$ cat src/rtl/sdram_cap_pkg.sv
package sdram_cap_pkg;

  typedef enum logic [2:0] {
    CMD_NOP = 3'd0,
    CMD_ACT = 3'd1,
    CMD_RD  = 3'd2,
    CMD_WR  = 3'd3,
    CMD_PRE = 3'd4
  } cmd_e;

  typedef enum logic [2:0] {
    BK_IDLE,
    BK_OPEN,
    BK_RD,
    BK_WR,
    BK_WREC,
    BK_PRE
  } bank_st_e;

  typedef enum logic [1:0] {
    BUS_IDLE = 2'd0,
    BUS_RD   = 2'd1,
    BUS_WR   = 2'd2
  } bus_dir_e;

endpackage

$ cat src/rtl/sdram_cap_bank.sv
module sdram_cap_bank
  import sdram_cap_pkg::*;
#(
  parameter int CNT_W = 4,
  parameter int TWR   = 2,
  parameter int TRP   = 2
) (
  input  logic             clk_i,
  input  logic             rst_ni,
  input  logic             open_i,
  input  logic             hit_i,
  input  logic             is_wr_i,
  input  logic             ap_i,
  input  logic             cut_i,
  input  logic             pre_cmd_i,
  input  logic [CNT_W-1:0] beats_i,
  output logic             ready_o,
  output logic             pre_start_o
);

  bank_st_e         st_q, st_d;
  logic [CNT_W-1:0] cnt_q, cnt_d;
  logic             ap_q, ap_d;
  logic             in_burst, burst_end;

  assign in_burst  = (st_q == BK_RD) || (st_q == BK_WR);
  // another bank's access or the last beat closes the burst window
  assign burst_end = in_burst && (cut_i || cnt_q == CNT_W'(1));

  always_comb begin
    st_d        = st_q;
    cnt_d       = cnt_q;
    ap_d        = ap_q;
    pre_start_o = 1'b0;
    unique case (st_q)
      BK_IDLE: if (open_i) st_d = BK_OPEN;
      BK_OPEN: begin
        if (pre_cmd_i) begin
          st_d        = BK_PRE;
          cnt_d       = CNT_W'(TRP);
          pre_start_o = 1'b1;
        end
      end
      BK_RD, BK_WR: begin
        if (pre_cmd_i && !ap_q) begin
          st_d        = BK_PRE;
          cnt_d       = CNT_W'(TRP);
          pre_start_o = 1'b1;
        end else if (burst_end) begin
          if (!ap_q) begin
            st_d = BK_OPEN;
          end else if (st_q == BK_RD) begin
            st_d        = BK_PRE;
            cnt_d       = CNT_W'(TRP);
            pre_start_o = 1'b1;
          end else begin
            st_d  = BK_WREC;
            cnt_d = CNT_W'(TWR);
          end
        end else begin
          cnt_d = cnt_q - CNT_W'(1);
        end
      end
      BK_WREC: begin
        if (cnt_q == CNT_W'(1)) begin
          st_d        = BK_PRE;
          cnt_d       = CNT_W'(TRP);
          pre_start_o = 1'b1;
        end else begin
          cnt_d = cnt_q - CNT_W'(1);
        end
      end
      BK_PRE: begin
        if (cnt_q == CNT_W'(1)) st_d = BK_IDLE;
        else cnt_d = cnt_q - CNT_W'(1);
      end
      default: st_d = BK_IDLE;
    endcase
    if (hit_i) begin
      st_d  = is_wr_i ? BK_WR : BK_RD;
      cnt_d = beats_i;
      ap_d  = ap_i;
    end
  end

  always_ff @(posedge clk_i or negedge rst_ni) begin
    if (!rst_ni) begin
      st_q  <= BK_IDLE;
      cnt_q <= '0;
      ap_q  <= 1'b0;
    end else begin
      st_q  <= st_d;
      cnt_q <= cnt_d;
      ap_q  <= ap_d;
    end
  end

  assign ready_o = (st_q == BK_OPEN) || (in_burst && !ap_q);

endmodule

$ cat src/rtl/sdram_cap_bus.sv
module sdram_cap_bus
  import sdram_cap_pkg::*;
#(
  parameter int BANK_W = 2,
  parameter int CNT_W  = 4
) (
  input  logic              clk_i,
  input  logic              rst_ni,
  input  logic              rd_go_i,
  input  logic              wr_go_i,
  input  logic [BANK_W-1:0] bank_i,
  input  logic              cas3_i,
  input  logic [CNT_W-1:0]  beats_i,
  output logic [1:0]        dir_o,
  output logic [BANK_W-1:0] bank_o,
  output logic              rd_live_o
);

  localparam int PIPE = 3;

  logic [PIPE-1:0]   pv_q, lat_mask;
  logic [BANK_W-1:0] pb_q [PIPE];
  bus_dir_e          dir_q;
  logic [BANK_W-1:0] bank_q;
  logic [CNT_W-1:0]  left_q;
  logic              start_v;
  logic [BANK_W-1:0] start_b;

  assign lat_mask  = cas3_i ? 3'b111 : 3'b011;
  assign start_v   = cas3_i ? pv_q[2] : pv_q[1];
  assign start_b   = cas3_i ? pb_q[2] : pb_q[1];
  assign rd_live_o = (|(pv_q & lat_mask)) || (dir_q == BUS_RD && left_q != '0);

  always_ff @(posedge clk_i or negedge rst_ni) begin
    if (!rst_ni) begin
      pv_q   <= '0;
      for (int i = 0; i < PIPE; i++) pb_q[i] <= '0;
      dir_q  <= BUS_IDLE;
      bank_q <= '0;
      left_q <= '0;
    end else begin
      pv_q <= wr_go_i ? '0 : {pv_q[PIPE-2:0], rd_go_i};
      pb_q[0] <= bank_i;
      for (int i = 1; i < PIPE; i++) pb_q[i] <= pb_q[i-1];
      if (wr_go_i) begin
        dir_q  <= BUS_WR;
        bank_q <= bank_i;
        left_q <= beats_i - CNT_W'(1);
      end else if (start_v) begin
        dir_q  <= BUS_RD;
        bank_q <= start_b;
        left_q <= beats_i - CNT_W'(1);
      end else if (rd_go_i && dir_q == BUS_WR) begin
        // write cut by a read: bus turns around idle until read data
        dir_q  <= BUS_IDLE;
        bank_q <= '0;
        left_q <= '0;
      end else if (left_q != '0) begin
        left_q <= left_q - CNT_W'(1);
      end else begin
        dir_q  <= BUS_IDLE;
        bank_q <= '0;
      end
    end
  end

  assign dir_o  = dir_q;
  assign bank_o = bank_q;

endmodule

$ cat src/rtl/sdram_cap_tracker.sv
module sdram_cap_tracker
  import sdram_cap_pkg::*;
#(
  parameter int NUM_BANKS = 4,
  parameter int MAX_BL    = 8,
  parameter int TWR       = 2,
  parameter int TRP       = 2
) (
  input  logic                         clk_i,
  input  logic                         rst_ni,
  input  logic [2:0]                   cmd_i,
  input  logic [$clog2(NUM_BANKS)-1:0] bank_i,
  input  logic                         ap_i,
  input  logic                         cas3_i,
  input  logic [1:0]                   burst_len_i,
  output logic [1:0]                   bus_dir_o,
  output logic [$clog2(NUM_BANKS)-1:0] bus_bank_o,
  output logic [NUM_BANKS-1:0]         pre_start_o,
  output logic                         dqm_req_o,
  output logic [1:0]                   dqm_lead_o,
  output logic                         err_o
);

  localparam int BANK_W  = $clog2(NUM_BANKS);
  localparam int CNT_MAX = (MAX_BL > TWR) ? ((MAX_BL > TRP) ? MAX_BL : TRP)
                                          : ((TWR > TRP) ? TWR : TRP);
  localparam int CNT_W   = $clog2(CNT_MAX + 1);

  logic                 is_rd, is_wr, is_acc, rd_go, wr_go, rd_live;
  logic [NUM_BANKS-1:0] ready, pre_start;
  logic [CNT_W-1:0]     beats;
  logic                 rd_ap_q, dqm_q, err_q;
  logic [1:0]           lead_q;
  logic [NUM_BANKS-1:0] pre_q;

  assign is_rd  = (cmd_i == CMD_RD);
  assign is_wr  = (cmd_i == CMD_WR);
  assign is_acc = (is_rd || is_wr) && ready[bank_i];
  assign rd_go  = is_rd && is_acc;
  assign wr_go  = is_wr && is_acc;
  assign beats  = CNT_W'(1) << burst_len_i;

  for (genvar b = 0; b < NUM_BANKS; b++) begin : g_bank
    logic sel;
    assign sel = (bank_i == BANK_W'(b));
    sdram_cap_bank #(.CNT_W(CNT_W), .TWR(TWR), .TRP(TRP)) u_bank (
      .clk_i      (clk_i),
      .rst_ni     (rst_ni),
      .open_i     (sel && cmd_i == CMD_ACT),
      .hit_i      (sel && is_acc),
      .is_wr_i    (is_wr),
      .ap_i       (ap_i),
      .cut_i      (!sel && is_acc),
      .pre_cmd_i  (sel && cmd_i == CMD_PRE),
      .beats_i    (beats),
      .ready_o    (ready[b]),
      .pre_start_o(pre_start[b])
    );
  end

  sdram_cap_bus #(.BANK_W(BANK_W), .CNT_W(CNT_W)) u_bus (
    .clk_i    (clk_i),
    .rst_ni   (rst_ni),
    .rd_go_i  (rd_go),
    .wr_go_i  (wr_go),
    .bank_i   (bank_i),
    .cas3_i   (cas3_i),
    .beats_i  (beats),
    .dir_o    (bus_dir_o),
    .bank_o   (bus_bank_o),
    .rd_live_o(rd_live)
  );

  always_ff @(posedge clk_i or negedge rst_ni) begin
    if (!rst_ni) begin
      rd_ap_q <= 1'b0;
      dqm_q   <= 1'b0;
      lead_q  <= 2'd0;
      err_q   <= 1'b0;
      pre_q   <= '0;
    end else begin
      if (rd_go) rd_ap_q <= ap_i;
      dqm_q  <= wr_go && rd_live;
      lead_q <= (wr_go && rd_live) ? (rd_ap_q ? 2'd2 : 2'd1) : 2'd0;
      err_q  <= (is_rd || is_wr) && !ready[bank_i];
      pre_q  <= pre_start;
    end
  end

  assign pre_start_o = pre_q;
  assign dqm_req_o   = dqm_q;
  assign dqm_lead_o  = lead_q;
  assign err_o       = err_q;

endmodule

$ cat config.mk
export PLATFORM = sky130hd
export DESIGN_NAME = sdram_cap_tracker
export DESIGN_NICKNAME = d
export VERILOG_FILES = /design/src/rtl/sdram_cap_pkg.sv /design/src/rtl/sdram_cap_bank.sv /design/src/rtl/sdram_cap_bus.sv /design/src/rtl/sdram_cap_tracker.sv
export SDC_FILE = /design/constraint.sdc
export NUM_CORES = 1
export LEC_CHECK = 0
export ABC_CLOCK_PERIOD_IN_PS = 3400
export BUFFER_PORTS_ARGS = -buffer_cell sky130_fd_sc_hd__buf_2
export CORE_MARGIN = 2
export CORE_UTILIZATION = 30
export CTS_CLUSTER_DIAMETER = 100
export DETAILED_ROUTE_END_ITERATION = 8
export GPL_ROUTABILITY_DRIVEN = 0
export GPL_TIMING_DRIVEN = 0
export HOLD_SLACK_MARGIN = 0.15
export SLEW_MARGIN = 25
export SYNTH_ARGS = -nofsm -noshare
export SYNTH_HDL_FRONTEND = slang
export SYNTH_SLANG_ARGS = --single-unit
$ cat constraint.sdc
create_clock -name clk_i -period 3.4 [get_ports clk_i]
set_input_delay 0.68 -clock clk_i [delete_from_list [all_inputs] [get_ports clk_i]]
set_output_delay 0.68 -clock clk_i [all_outputs]
set_load 0.01 [all_outputs]
==> qor.log <==
qor: outcome.run_status completed
qor: power.power.static_leakage 2.048 nW
qor: critical_path.crit_path_end_kind flip-flop
qor: finish.layout_cells_sized_above_1 16.60%
qor: synth.synth-seq-area-share 35.29%
qor: finish.register_area 1451 µm²
qor: timing.finalClockSkew 0.007311 ns
qor: critical_path.crit_path_start_kind flip-flop
qor: floorplan.design.die.area 14660 µm²
qor: floorplan.core.rowCount 42
qor: clock_network.cts_htree_levels 3
qor: clock_network.cts_root_buffer sky130_fd_sc_hd__clkbuf_16
qor: timing.final.setup.worst_slack 0.2839 ns
qor: power.net-switching-power 1.481 mW
qor: clock_network.cts-buffers-inserted 9
qor: hold_path.hold_class flip-flop to flip-flop
qor: finish.final_core_utilization 35.92%
qor: power.pwr_density_cell 778.2 nW/µm²
qor: clock_network.clock_insertion_delay_worst_skew 0.33 ns
qor: power.worst_ir_drop_vdd 0.2330 mV
qor: critical_path.worstPathCellList clkbuf_1 -> inv_1 -> ha_1 -> nand2b_1 -> o211ai_2 -> o311ai_4 -> o21ai_2 -> a31oi_1 -> o22ai_1 -> a221o_1
qor: placement.placedCellCount 666
qor: finish.stdcell_count 682
qor: power.combinational_power_share 44.2%
qor: finish.insertedDiodeCount 0
qor: floorplan.floorplan.core_area 13300 µm²
qor: global_route.pin_count_of_the_biggest_net_entering_global_routing 59
qor: synth.syn-mean-instance-area 8.769 µm²
qor: synth.ys.flop_type sky130_fd_sc_hd__dfrtp_1
qor: timing.timing.fmax 320.9 MHz
qor: synth.synth.cell_area 4113 µm²
qor: critical_path.arrival 3.33 ns
qor: timing.final.setup.tns 0 ns
qor: clock_network.post-cts-setup-buffer-count 0
qor: global_route.antenna_found_initial 0
qor: detailed_routing.detail_route.wirelength 11.05 mm
qor: power.pwr-share-seq 29.4%
qor: detailed_routing.number_of_design_rule_violations_left_after_detail_routing 0
qor: timing.setup_viol 0
qor: finish.area_growth 16.12%
qor: clock_network.path_clk_slew 0.05 ns
qor: placement.placement.setup.worst_slack 0.2666 ns
qor: critical_path.cp_slowest_cell sky130_fd_sc_hd__a31oi_1
qor: timing.max-slew-margin-rel 40.97%
qor: critical_path.crit_start g_bank[0].u_bank.st_q[2]
qor: synth.mappedNetlistNets 494
qor: synth.flip_flop_and_latch_count_after_synthesis 58
qor: timing.final_hold_viol_count 0
qor: clock_network.tritoncts_clock_tree yes
qor: timing.worst_slew_pin_slew 0.8806 ns
qor: timing.timing.final.max_slew_violations 0
qor: finish.final_net_count 526
qor: clock_network.cts.sinks 58
qor: timing.min_period 3.116 ns
qor: power.power_frac_clock 26.5%
qor: finish.num-fill-cells 1324
qor: detailed_routing.firstDrtPassIters 5
qor: synth.synth_cell_types 81
qor: placement.numPortBuffers 21
qor: power.power.internal 2.236 mW
qor: detailed_routing.routedWlPerCell 16.21 µm
qor: synth.synth-edff-count 0
qor: detailed_routing.route.vias.total 3746
qor: floorplan.start_util 30.93%
qor: synth.synthCells 469
qor: timing.setup_repair_after_global_routing_missed_its_margin no
qor: timing.finalCritPeriodShare 91.65%
qor: flow_run.max_cap_violations 0
qor: global_route.global_route_wire_length_before_repair 18.46 mm
qor: synth.synthesis.yosys.warnings 0
qor: clock_network.clock_path_buffers 2
qor: detailed_routing.drtIter0Drc 310
qor: power.power.switching_fraction 39.84%
qor: critical_path.critical_path.max_fanout 10
qor: hold_path.startpoint_of_the_tightest_hold_check_path u_bus.pb_q[5]
qor: detailed_routing.route.detailed.vias_per_inst 5.493
qor: floorplan.die_h 121.1 µm
qor: critical_path.worst-endpoint-required 3.62 ns
qor: global_route.grt_use_total 16.01%
qor: critical_path.r2r-start g_bank[0].u_bank.st_q[2]
qor: global_route.global_route.overflow_total 0
qor: critical_path.slowest_delay 0.45 ns
qor: global_route.number_of_global_route_vias_before_repair 3697
qor: detailed_routing.antenna_violating_nets_post_route 0
qor: critical_path.timing_worst_setup_path_type flip-flop to flip-flop
qor: finish.multi_input_comb_area 2440 µm²
qor: placement.place_hpwl 7.831 mm
qor: synth.synth_async_sr_flop_share 100.0%
qor: floorplan.fp.dieW 121.1 µm
qor: floorplan.io-pin-count 23
critical path, delay by kind of cell, from the launching register on:
family / cells / cell delay (ns)
flops: 1 / 0.38
compound gates: 6 / 1.54
fa+ha+maj: 1 / 0.31
buf+inv: 2 / 0.53
simple gates: 1 / 0.24
cells by family (layout without fill, tap and decap cells):
group                      after synthesis  count (layout)  share of synthesized area (%)
xor gates and xnor gates                 4               4                         0.8520
buffers and inverters                   50              87                          5.689
muxes                                   12              12                          3.042
and+or+nand+nor                        183             183                          24.61
adders and majority gates               14              14                          4.259
AOI/OAI and AO/OA                      148             148                          26.26
DFF                                     58              58                          35.29
stage by stage:
stage / hold WS, ns / area [µm²] / power, mW
2_1_floorplan: 0.3312 / 4113 / 2.321
3_3_place_gp: 0.3337 / 4438 / 2.646
3_5_place_dp: 0.3465 / 4441 / 2.706
4_1_cts: 0.3622 / 4761 / 3.715
5_1_grt: 0.3715 / 4776 / 3.990
6_report: 0.3547 / 4776 / 3.717
what timing repair did:
item	4_1_cts	5_1_grt
hold buffers	0	0
gates resized for setup	0	6
setup endpoints to repair	0	6
registers in the layout, summed over array words and instances (netlist names):
| name | cells |
|---|---|
| g_bank.u_bank.ap_q | 4 |
| err_o | 1 |
| u_bus.left_q | 4 |
| dqm_req_o | 1 |
| pre_start_o | 4 |
| g_bank.u_bank.cnt_q | 16 |
| g_bank.u_bank.st_q | 12 |
| dqm_lead_o | 2 |
| u_bus.pb_q | 6 |
| rd_ap_q | 1 |
| u_bus.bank_o | 2 |
| u_bus.pv_q | 3 |
| u_bus.dir_o | 2 |
per-layer routing:
layer	part of all wire [%]	global-route usage, %	vias to the layer above
met3	4.4	3.008	18
met5	0	0	-
li1	-	-	1790
met4	2.1	5.741	0
met2	49	26.72	103
met1	45	20.63	1835
worst paths after layout:
| path | slack, ns | end | cells after the start |
|---|---|---|---|
| min in group asynchronous | 0.42 | g_bank[2].u_bank.cnt_q[2] | 1 |
| min | 0.35 | u_bus.pb_q[3] | 0 |
| max reg2reg | 0.28 | g_bank[3].u_bank.cnt_q[2] | 10 |
| min reg2reg | 0.35 | u_bus.pb_q[3] | 0 |
| max | 0.28 | g_bank[3].u_bank.cnt_q[2] | 10 |
| max in group asynchronous | 2.50 | g_bank[1].u_bank.st_q[2] | 1 |
layout by cell type, fill, tap and decap left out, types with 4 or more instances in the layout:
master,n
sky130_fd_sc_hd__a21o_1,9
sky130_fd_sc_hd__buf_2,27
sky130_fd_sc_hd__nand3_1,8
sky130_fd_sc_hd__nor3_1,16
sky130_fd_sc_hd__nor2b_1,13
sky130_fd_sc_hd__o211ai_1,4
sky130_fd_sc_hd__clkbuf_1,7
sky130_fd_sc_hd__o32ai_1,6
sky130_fd_sc_hd__clkbuf_16,9
sky130_fd_sc_hd__mux2_2,4
sky130_fd_sc_hd__nand2b_1,11
sky130_fd_sc_hd__mux2i_1,8
sky130_fd_sc_hd__a211oi_1,6
sky130_fd_sc_hd__buf_6,4
sky130_fd_sc_hd__a31oi_1,8
sky130_fd_sc_hd__a21oi_1,26
sky130_fd_sc_hd__nor2_1,44
sky130_fd_sc_hd__inv_1,26
sky130_fd_sc_hd__nand2_1,42
sky130_fd_sc_hd__nand4_1,4
sky130_fd_sc_hd__and2_1,6
sky130_fd_sc_hd__dfrtp_1,58
sky130_fd_sc_hd__o21ai_0,34
sky130_fd_sc_hd__nor4_1,6
sky130_fd_sc_hd__nor3b_1,7
sky130_fd_sc_hd__ha_1,14
sky130_fd_sc_hd__o21ai_1,4
synth_stat cells (all sizes together) (4+ instances only):
cell    number  area, µm²
inv         27      101.3
o311ai       4      77.58
a211oi       7      57.55
o41ai        4      35.03
mux2i        8      80.08
o32ai        6      52.55
dfrtp       58       1451
a31oi       10      75.07
mux2         4      45.04
nand3        8      40.04
buf         15      102.6
ha          14      175.2
nor2b       13      81.33
nand2b      11      68.82
clkbuf       8      30.03
nor2        46      191.4
o21ai       39      198.9
nor3b        8      65.06
nand4        4      25.02
nor4         9      101.4
a21oi       27      138.9
nand2       43      163.9
a21o         9      67.56
nor3        18      100.1
and2         6      37.54
o211ai       5      42.54
power groups by stage:
stage | combinational, mW | clock, mW | sequential (mW)
5_1_grt | 1.83 | 1.04 | 1.12
6_report | 1.64 | 0.984 | 1.09
3_5_place_dp | 1.61 | 0 | 1.10
3_3_place_gp | 1.56 | 0 | 1.09
2_1_floorplan | 1.26 | 0 | 1.06
4_1_cts | 1.62 | 1.00 | 1.09
area by class of cell:
class	instances	area share, %
Tap cell	176	4.611
Multi-Input combinational cell	361	51.09
Sequential cell	58	30.39
Buffer	23	2.829
Timing Repair Buffer	21	2.253
Clock inverter	5	1.624
Clock buffer	11	5.083
Inverter	27	2.122
Power figures use the tool's default switching activity.
